**src/rtl/adc_seq_pkg.sv**
```systemverilog
package adc_seq_pkg;
  localparam int unsigned MAX_SCLK_HZ = 17_000_000;

  typedef enum logic [2:0] {
    ST_IDLE,
    ST_CONV,
    ST_WAIT,
    ST_READ,
    ST_GAP,
    ST_DRAIN
  } seq_state_e;
endpackage

```
**src/rtl/adc_seq_timer.sv**
```systemverilog
module adc_seq_timer #(
  parameter int unsigned PERIOD = 1000
) (
  input  logic clk_i,
  input  logic rst_ni,
  output logic tick_o
);
  localparam int unsigned CW = $clog2(PERIOD);

  logic [CW-1:0] cnt_q;

  assign tick_o = (cnt_q == CW'(PERIOD - 1));

  always_ff @(posedge clk_i or negedge rst_ni) begin
    if (!rst_ni)     cnt_q <= '0;
    else if (tick_o) cnt_q <= '0;
    else             cnt_q <= cnt_q + 1'b1;
  end


  tick_single_chk: assert property (@(posedge clk_i) disable iff (!rst_ni)
    tick_o |=> !tick_o);
endmodule

```
**src/rtl/adc_seq_sync.sv**
```systemverilog
module adc_seq_sync #(
  parameter int unsigned STAGES = 2
) (
  input  logic clk_i,
  input  logic rst_ni,
  input  logic async_i,
  output logic level_o,
  output logic fall_o
);
  logic [STAGES-1:0] sync_q;
  logic              last_q;

  always_ff @(posedge clk_i or negedge rst_ni) begin
    if (!rst_ni) begin
      sync_q <= '0;
      last_q <= 1'b0;
    end else begin
      sync_q <= {sync_q[STAGES-2:0], async_i};
      last_q <= sync_q[STAGES-1];
    end
  end

  assign level_o = sync_q[STAGES-1];
  assign fall_o  = last_q & ~level_o;
endmodule

```
**src/rtl/adc_seq_spi.sv**
```systemverilog
module adc_seq_spi import adc_seq_pkg::*; #(
  parameter int unsigned CLK_HZ   = 200_000_000,
  parameter int unsigned SCLK_DIV = 12,
  parameter int unsigned WORD_W   = 16,
  parameter int unsigned WORDS    = 2
) (
  input  logic                      clk_i,
  input  logic                      rst_ni,
  input  logic                      start_i,
  input  logic                      sdi_i,
  output logic                      sclk_o,
  output logic                      cs_no,
  output logic                      done_o,
  output logic [WORD_W*WORDS-1:0]   data_o
);
  localparam int unsigned FRAME_W = WORD_W * WORDS;
  localparam int unsigned HALF    = SCLK_DIV / 2;
  localparam int unsigned DW      = $clog2(HALF) + 1;
  localparam int unsigned BW      = $clog2(FRAME_W) + 1;

  logic               active_q;
  logic [DW-1:0]      div_q;
  logic [BW-1:0]      bit_q;
  logic               sclk_q;
  logic               done_q;
  logic [FRAME_W-1:0] shift_q;
  logic               edge_w;

  assign edge_w = active_q && (div_q == DW'(HALF - 1));

  always_ff @(posedge clk_i or negedge rst_ni) begin
    if (!rst_ni) begin
      active_q <= 1'b0;
      div_q    <= '0;
      bit_q    <= '0;
      sclk_q   <= 1'b0;
      done_q   <= 1'b0;
      shift_q  <= '0;
    end else begin
      done_q <= 1'b0;
      if (start_i && !active_q) begin
        active_q <= 1'b1;
        div_q    <= '0;
        bit_q    <= '0;
        sclk_q   <= 1'b0;
      end else if (active_q) begin
        if (edge_w) begin
          div_q  <= '0;
          sclk_q <= ~sclk_q;
          // falling edge: capture, slave shifted on the rising one
          if (sclk_q) begin
            shift_q <= {shift_q[FRAME_W-2:0], sdi_i};
            if (bit_q == BW'(FRAME_W - 1)) begin
              active_q <= 1'b0;
              done_q   <= 1'b1;
            end else begin
              bit_q <= bit_q + 1'b1;
            end
          end
        end else begin
          div_q <= div_q + 1'b1;
        end
      end
    end
  end

  assign sclk_o = sclk_q;
  assign cs_no  = ~active_q;
  assign done_o = done_q;
  assign data_o = shift_q;

  // rate monitor for the serial clock
  logic        sclk_d;
  logic        seen_q;
  logic [15:0] per_q;
  always_ff @(posedge clk_i or negedge rst_ni) begin
    if (!rst_ni) begin
      sclk_d <= 1'b0;
      seen_q <= 1'b0;
      per_q  <= '0;
    end else begin
      sclk_d <= sclk_q;
      if (!active_q) begin
        seen_q <= 1'b0;
        per_q  <= '0;
      end else if (sclk_q && !sclk_d) begin
        seen_q <= 1'b1;
        per_q  <= '0;
      end else if (per_q != 16'hFFFF) begin
        per_q <= per_q + 1'b1;
      end
    end
  end


  sclk_rate_chk: assert property (@(posedge clk_i) disable iff (!rst_ni)
    (sclk_q && !sclk_d && seen_q) |->
      (longint'(CLK_HZ) <= longint'(MAX_SCLK_HZ) * (longint'(per_q) + 1)));


  sclk_idle_low_chk: assert property (@(posedge clk_i) disable iff (!rst_ni)
    cs_no |-> !sclk_o);


  cs_release_on_done_chk: assert property (@(posedge clk_i) disable iff (!rst_ni)
    done_o |-> cs_no);
endmodule

```
**src/rtl/adc_seq.sv**
```systemverilog
module adc_seq import adc_seq_pkg::*; #(
  parameter int unsigned CLK_HZ       = 200_000_000,
  parameter int unsigned SCLK_DIV     = 12,
  parameter int unsigned TIMER_PERIOD = 1000,
  parameter int unsigned CNV_W        = 4,
  parameter int unsigned CS_GAP       = 2,
  parameter int unsigned WORD_W       = 16
) (
  input  logic                  clk_i,
  input  logic                  rst_ni,
  output logic                  cnv_o,
  input  logic                  busy_i,
  output logic                  cs_no,
  output logic                  sclk_o,
  input  logic                  sdi_i,
  output logic [2*WORD_W-1:0]   data_o,
  output logic                  valid_o,
  input  logic                  ready_i,
  output logic                  overrun_o
);
  localparam int unsigned FRAME_W  = 2 * WORD_W;
  localparam int unsigned HOLD_MAX = (CNV_W > CS_GAP) ? CNV_W : CS_GAP;
  localparam int unsigned HW       = $clog2(HOLD_MAX + 1);

  logic               tick_w;
  logic               busy_lvl_w;
  logic               busy_fall_w;
  logic               spi_done_w;
  logic [FRAME_W-1:0] spi_data_w;

  seq_state_e         state_q;
  logic [HW-1:0]      hold_q;
  logic               cnv_q;
  logic               start_q;
  logic               valid_q;
  logic [FRAME_W-1:0] data_q;
  logic               ovr_q;

  adc_seq_timer #(.PERIOD(TIMER_PERIOD)) timer_i (
    .clk_i  (clk_i),
    .rst_ni (rst_ni),
    .tick_o (tick_w)
  );

  adc_seq_sync #(.STAGES(2)) busy_sync_i (
    .clk_i   (clk_i),
    .rst_ni  (rst_ni),
    .async_i (busy_i),
    .level_o (busy_lvl_w),
    .fall_o  (busy_fall_w)
  );

  adc_seq_spi #(
    .CLK_HZ   (CLK_HZ),
    .SCLK_DIV (SCLK_DIV),
    .WORD_W   (WORD_W),
    .WORDS    (2)
  ) spi_i (
    .clk_i   (clk_i),
    .rst_ni  (rst_ni),
    .start_i (start_q),
    .sdi_i   (sdi_i),
    .sclk_o  (sclk_o),
    .cs_no   (cs_no),
    .done_o  (spi_done_w),
    .data_o  (spi_data_w)
  );

  always_ff @(posedge clk_i or negedge rst_ni) begin
    if (!rst_ni) begin
      state_q <= ST_IDLE;
      hold_q  <= '0;
      cnv_q   <= 1'b0;
      start_q <= 1'b0;
      valid_q <= 1'b0;
      data_q  <= '0;
      ovr_q   <= 1'b0;
    end else begin
      start_q <= 1'b0;
      if (tick_w && state_q != ST_IDLE) ovr_q <= 1'b1;
      if (valid_q && ready_i) valid_q <= 1'b0;
      unique case (state_q)
        ST_IDLE: if (tick_w) begin
          state_q <= ST_CONV;
          cnv_q   <= 1'b1;
          hold_q  <= '0;
        end
        ST_CONV: if (hold_q == HW'(CNV_W - 1)) begin
          cnv_q   <= 1'b0;
          state_q <= ST_WAIT;
        end else begin
          hold_q <= hold_q + 1'b1;
        end
        ST_WAIT: if (busy_fall_w) begin
          start_q <= 1'b1;
          state_q <= ST_READ;
        end
        ST_READ: if (spi_done_w) begin
          data_q  <= spi_data_w;
          valid_q <= 1'b1;
          hold_q  <= '0;
          state_q <= ST_GAP;
        end
        ST_GAP: if (hold_q == HW'(CS_GAP - 1)) state_q <= ST_DRAIN;
                else hold_q <= hold_q + 1'b1;
        ST_DRAIN: if (!valid_q) state_q <= ST_IDLE;
        default: state_q <= ST_IDLE;
      endcase
    end
  end

  assign cnv_o     = cnv_q;
  assign data_o    = data_q;
  assign valid_o   = valid_q;
  assign overrun_o = ovr_q;


  cnv_from_tick_chk: assert property (@(posedge clk_i) disable iff (!rst_ni)
    $rose(cnv_o) |-> $past(tick_w));


  read_after_conv_chk: assert property (@(posedge clk_i) disable iff (!rst_ni)
    !cs_no |-> (!busy_lvl_w && !cnv_o));


  hold_result_chk: assert property (@(posedge clk_i) disable iff (!rst_ni)
    (valid_o && !ready_i) |=> (valid_o && $stable(data_o)));


  cs_gap_chk: assert property (@(posedge clk_i) disable iff (!rst_ni)
    $rose(cs_no) |=> cs_no);


  overrun_sticky_chk: assert property (@(posedge clk_i) disable iff (!rst_ni)
    overrun_o |=> overrun_o);
endmodule

```
**config.mk**
```make
export PLATFORM = sky130hd
export DESIGN_NAME = adc_seq
export DESIGN_NICKNAME = d
export VERILOG_FILES = /design/src/rtl/adc_seq_pkg.sv /design/src/rtl/adc_seq_timer.sv /design/src/rtl/adc_seq_sync.sv /design/src/rtl/adc_seq_spi.sv /design/src/rtl/adc_seq.sv
export SDC_FILE = /design/constraint.sdc
export NUM_CORES = 1
export LEC_CHECK = 0
export ABC_AREA = 1
export CORE_ASPECT_RATIO = 0.6
export CORE_UTILIZATION = 50
export DETAILED_ROUTE_END_ITERATION = 8
export MAX_ROUTING_LAYER = met4
export PLACE_DENSITY = 0.76
export SYNTH_ARGS = -nofsm -noshare
export SYNTH_HDL_FRONTEND = slang
export SYNTH_SLANG_ARGS = --single-unit
export TNS_END_PERCENT = 1
```
**constraint.sdc**
```tcl
create_clock -name clk_i -period 2.6 [get_ports clk_i]
set_input_delay 0.52 -clock clk_i [delete_from_list [all_inputs] [get_ports clk_i]]
set_output_delay 0.52 -clock clk_i [all_outputs]
set_load 0.02 [all_outputs]
```
; Word-level counts from Yosys, hierarchy flattened
; Cells that the tools add are included.
[word_totals]
register_bits = 100
latchBits = 0
mem_bits_rw = 0
romBits = 0
inputBits = 5
output_inout_bits = 37
wordCells = 105
memories = 0
[classes]
addsub = 4
multipliers = 0
div_mod_pow = 0
n_lt_le_gt_ge = 0
n_eq_ne = 19
n_shift = 0
n_mux = 42
n_bitwise = 5
reduce_logical = 19
[ops]
columns = op, count
row1 = 3-bit 2-to-1 mux, 10
row2 = 6-bit 2-to-1 mux, 5
row3 = 1-bit 2-to-1 mux, 20
row4 = 3-bit case mux with 6 select lines, 1
row5 = "2-bit inequality test, second input constant", 7
row6 = 4-bit 2-to-1 mux, 3
row7 = 3-bit case mux with 4 select lines, 1
row8 = "10-bit by 1-bit adder with 10-bit output, second input constant", 1
row9 = "10-bit equality test, second input constant", 1
row10 = 10-bit 2-to-1 mux, 1
row11 = "3-bit by 2-bit equality test with 1-bit output, second input constant", 3
row12 = 4-bit AND reduction, 2
row13 = 2-bit nonzero test, 4
row14 = "6-bit by 1-bit adder with 6-bit output, second input constant", 1
row15 = "3-bit by 1-bit equality test with 1-bit output, second input constant", 2
row16 = "3-bit equality test, second input constant", 2
row17 = "6-bit by 5-bit equality test with 1-bit output, second input constant", 1
row18 = 6-bit AND reduction, 1
row19 = 5-bit AND reduction, 1
row20 = "4-bit by 1-bit adder with 4-bit output, second input constant", 1
row21 = "4-bit by 3-bit equality test with 1-bit output, second input constant", 1
row22 = 1-bit logical AND, 4
row23 = "2-bit by 1-bit inequality test with 1-bit output, second input constant", 2
row24 = 1-bit inverter, 4
row25 = other kinds (9), 10

; Longest topological paths before layout
[depth]
depth_word = 6
ltp_mapped = 10
ltp_nobuf = 9

; By module
; Synthesis repeated with hierarchy kept, for this count alone.
[unflattened]
hier_cells = 517
hier_area_um2 = 4510.6
[modules_own_cells]
columns = mod, instances, cells_each, area_per_inst_um2, seq_area_each_um2
row1 = adc_seq, 1, 222, 1986.9, 1051.0
row2 = adc_seq_spi, 1, 223, 1909.3, 1126.1
row3 = adc_seq_timer, 1, 67, 529.3, 250.2
row4 = adc_seq_sync, 1, 5, 85.1, 75.1

; Least setup slack after synthesis
; No wires, ideal clock.
[synth_path]
path_kind = register to register
from = register timer_i.cnt_q[0]
to = register hold_q[0]
setup_ns = 0.117
t_arrival_ns = 1.231
t_required_ns = 2.483
slack_ns = 1.252
path_stages_with_launch = 9
n_path_buf = 0
synth_period_minus_slack_ns = 1.348
path_cell_list = dfrtp_1 > ha_1 > nand2_2 > nor2_2 > nand3_2 > nand2_4 > nand2_2 > nand2_1 > nand2_1
[synth_via]
elab_chain_len = 3
[synth_lines]
columns = element, line_no
row1 = from (decl), adc_seq_timer.sv:10  ; logic [CW-1:0] cnt_q;
row2 = from (signal assigned), adc_seq_timer.sv:17  ; else cnt_q <= cnt_q + 1'b1;
row3 = 10-bit equality test, adc_seq_timer.sv:12  ; assign tick_o = (cnt_q == CW'(PERIOD - 1));
row4 = 2-bit inequality test (no line), n/a
row5 = 5-bit AND reduction (no line), n/a
row6 = to (signal assigned), adc_seq.sv:92  ; hold_q <= hold_q + 1'b1;
row7 = to (signal assigned), adc_seq.sv:105  ; else hold_q <= hold_q + 1'b1;
row8 = to (decl), adc_seq.sv:32  ; logic [HW-1:0] hold_q;
; No other way between the ends.
; A chain may end at the register's enable or synchronous reset.

; Worst setup path after layout
[layout_path]
from = register spi_i.active_q
to = output port cs_no
[layout_via]
elab_chain_len = 1
[layout_lines]
columns = element, line_no
row1 = from (decl), adc_seq_spi.sv:21  ; logic active_q;
row2 = from (signal assigned), adc_seq_spi.sv:33  ; active_q <= 1'b0;
row3 = from (signal assigned), adc_seq_spi.sv:42  ; active_q <= 1'b1;
row4 = from (signal assigned), adc_seq_spi.sv:54  ; active_q <= 1'b0;
row5 = 1-bit inverter, adc_seq_spi.sv:68  ; assign cs_no = ~active_q;
row6 = to (decl), adc_seq.sv:13  ; output logic cs_no,
; No other way between the ends.

==> metrics.txt <==
Die X roughly 120 microns; GPL Wtd Cong a little under 0.9; maximum clock frequency ~500 MHz; Yosys top cell area share 58.0%; Total GRT Usage a little over a fifth; Max VDD drop 0.000369 V; CTS sink cnt 100; Vias 3084; placed insts between 600 and 700; # diodes 0; Post-synth EDFFs 0; vias in the first global route 2962; Synth area leaders dfrtp_1, nand2_1, inv_1, o21ai_0, o21ai_1; Num CTS Buffers 9; mapped cell area around 4300 sq um; Top FF cell, synth dfrtp_1; cts hold-fix bufs 0; die area about 9000 sq um; Critical Path AT roughly 1.5 ns; Worst Path Required 2.08 ns; leading area contributor after synthesis dfrtp_1; area grow syn2layout 17.8%; largest net degree at the start of global routing 44; most common cell in the netlist nand2_1; Tcrit/Tclk final 76.7%; post-synthesis register bit count 100; vias per std cell 4.97; IO buf count between 40 and 50; post-synthesis cell type count 33; ys async rst share between 90% and 100%; Root Driver clkbuf_16; Final Hold Vio Count 0; global route total overflow 0; Setup Fix Bufs, Post-CTS 0; Post-DP HPWL 5600 microns; # setup viols final 0; Setup TNS Final 0 ns; min-delay worst type in -> async; Core Region roughly 8000 sq um; post-CTS resize count 0; Worst Setup End Kind output port; RSZ-0062 raised after global routing false; fin nets 520; Layout Cells excl Fill 621; Initial Util between 50% and 60%; Pleak ~2.3 nW; Clk Latency, worst-skew pair roughly 0.35 ns; DR WL/cell around 13 microns; final antenna-violating net count 0; syn_area_per_cell between 9 and 10 sq um; Power per Cell Area 565 nW/um^2; crit-path max FO 4; P_sw 0.603 mW; Worst-path clk slew ~0.060 ns; WL final a little over 8000 microns; CP Launch Type flop; Pre-antenna DRT Iters 4; Comb pwr share ~1.5%; max-slew violations 0; outcome complete, no violations; P_int around 2.3 mW; setup ws final approximately 0.6 ns; initial DRC count around 210; DRC Markers 0; share of cells above drive strength 1 10.5%; Max-Cap Viols 0; worst-margin pin slew 0.563 ns; Clk pwr share between 40% and 50%; H-tree Lvls 3; Top Ports between 40 and 50; register area share after synthesis about 58%; worst setup path class reg -> out; pre-CTS setup slack around 0.85 ns; Cell Rows 25; Die Y ~74 microns; TritonCTS clock tree built; first-pass GRT wire length roughly 14000 microns; Synth warnings 0; Synthesized Nets between 400 and 500; CTS Buffer Depth 2; Sw Ratio between 20% and 30%; Clock Skews approximately 0.0056 ns; max_slew headroom between 60% and 70%; Sequential Power Share a little over half; most common library cells after synthesis nand2_1, dfrtp_1, inv_1, o21ai_0, nor2_1; Tmin final approximately 2.0 ns; initial antenna violation count 0; Post-Syn Instances 467
[logic make-up (layout without fill, tap and decap cells)]
family | after synthesis | in the layout | share of synthesized area [%]
DFF | 100 | 100 | 58.0
xor gates and xnor gates | 5 | 5 | 1.01
muxes | 1 | 1 | 0.261
adders and majority gates | 7 | 7 | 2.03
AOI/OAI and AO/OA | 85 | 85 | 11.2
and+or+nand+nor | 189 | 189 | 19.3
buffers and inverters | 80 | 126 | 8.20
[worst max-delay path, stage by stage, from the launching register on]
cell and delay, ns:
dfrtp_1 0.41, inv_2 0.11, clkdlybuf4s50_1 0.61
[area by class of cell]
| cell class | instances | area, sq um |
|---|---|---|
| sequential | 100 | 2500 |
| fill | 668 | 3020 |
| inverter | 64 | 240 |
| clock inverter | 5 | 35.0 |
| timing repair buffer | 46 | 458 |
| multi-input combinational | 287 | 1460 |
| tap | 108 | 135 |
| clock buffer | 11 | 253 |
[through the flow]
step | area [sq um] | hold WS, ns | utilization, % | total power [mW]
2_1_floorplan | 4320 | 0.224 | - | 1.59
5_1_grt | 5080 | 0.208 | 62.8 | 2.99
3_3_place_gp | 4800 | 0.333 | 59.2 | 1.63
6_report | 5080 | 0.166 | 62.8 | 2.87
3_5_place_dp | 4800 | 0.335 | 59.2 | 1.63
4_1_cts | 5080 | 0.184 | 62.8 | 2.90
[placed cells by master, fill, tap and decap left out, drive strengths merged, types with 7 or more instances in the layout]
master / n
nor2: 32
nand2: 129
clkdlybuf4s50: 40
clkbuf: 11
nand4: 7
o21ai: 75
nand3: 17
ha: 7
inv: 65
dfrtp: 100
[routing by layer]
| metal | wire, microns | vias to the layer above | global-route usage, % | share of wire [%] |
|---|---|---|---|---|
| met5 | 0 | - | - | 0 |
| li1 | - | 1559 | - | - |
| met2 | 3560 | 69 | 30.9 | 43 |
| met3 | 402 | 8 | 7.36 | 4.9 |
| met1 | 4160 | 1448 | 29.8 | 51 |
| met4 | 89 | 0 | 5.62 | 1.1 |
[path summary, 6_finish.rpt]
path,from,to,slack [ns],depth (start not counted)
setup / recovery,spi_i.active_q$_DFF_PN0_,cs_no,0.61,2
setup reg to reg,spi_i.div_q[1]$_DFFE_PN0P_,spi_i.data_o[0]$_DFFE_PN0P_,0.82,6
hold reg to reg,busy_sync_i.sync_q[0]$_DFF_PN0_,busy_sync_i.sync_q[1]$_DFF_PN0_,0.35,0
max in group asynchronous,rst_ni,timer_i.cnt_q[4]$_DFF_PN0_,1.77,2
min in group clk_i,busy_sync_i.sync_q[0]$_DFF_PN0_,busy_sync_i.sync_q[1]$_DFF_PN0_,0.35,0
hold / removal,rst_ni,hold_q[1]$_DFFE_PN0P_,0.17,1
[registers in the layout (all words and copies together), names as in the netlist]
signal and count:
busy_sync_i.last_q 1, busy_sync_i.sync_q 2, cnv_o 1, data_o 32
hold_q 3, overrun_o 1, spi_i.active_q 1, spi_i.bit_q 6
spi_i.data_o 32, spi_i.div_q 4, spi_i.done_o 1, spi_i.sclk_o 1
start_q 1, state_q 3, timer_i.cnt_q 10, valid_o 1
[power by group through the flow]
stage | clock network [mW] | registers [mW] | logic [mW]
2_1_floorplan | 0 | 1.59 | 0.00220
3_3_place_gp | 0 | 1.59 | 0.0443
3_5_place_dp | 0 | 1.59 | 0.0450
4_1_cts | 1.30 | 1.56 | 0.0453
5_1_grt | 1.38 | 1.56 | 0.0504
6_report | 1.27 | 1.56 | 0.0424
Note: power is estimated with default switching activity, not from simulation.
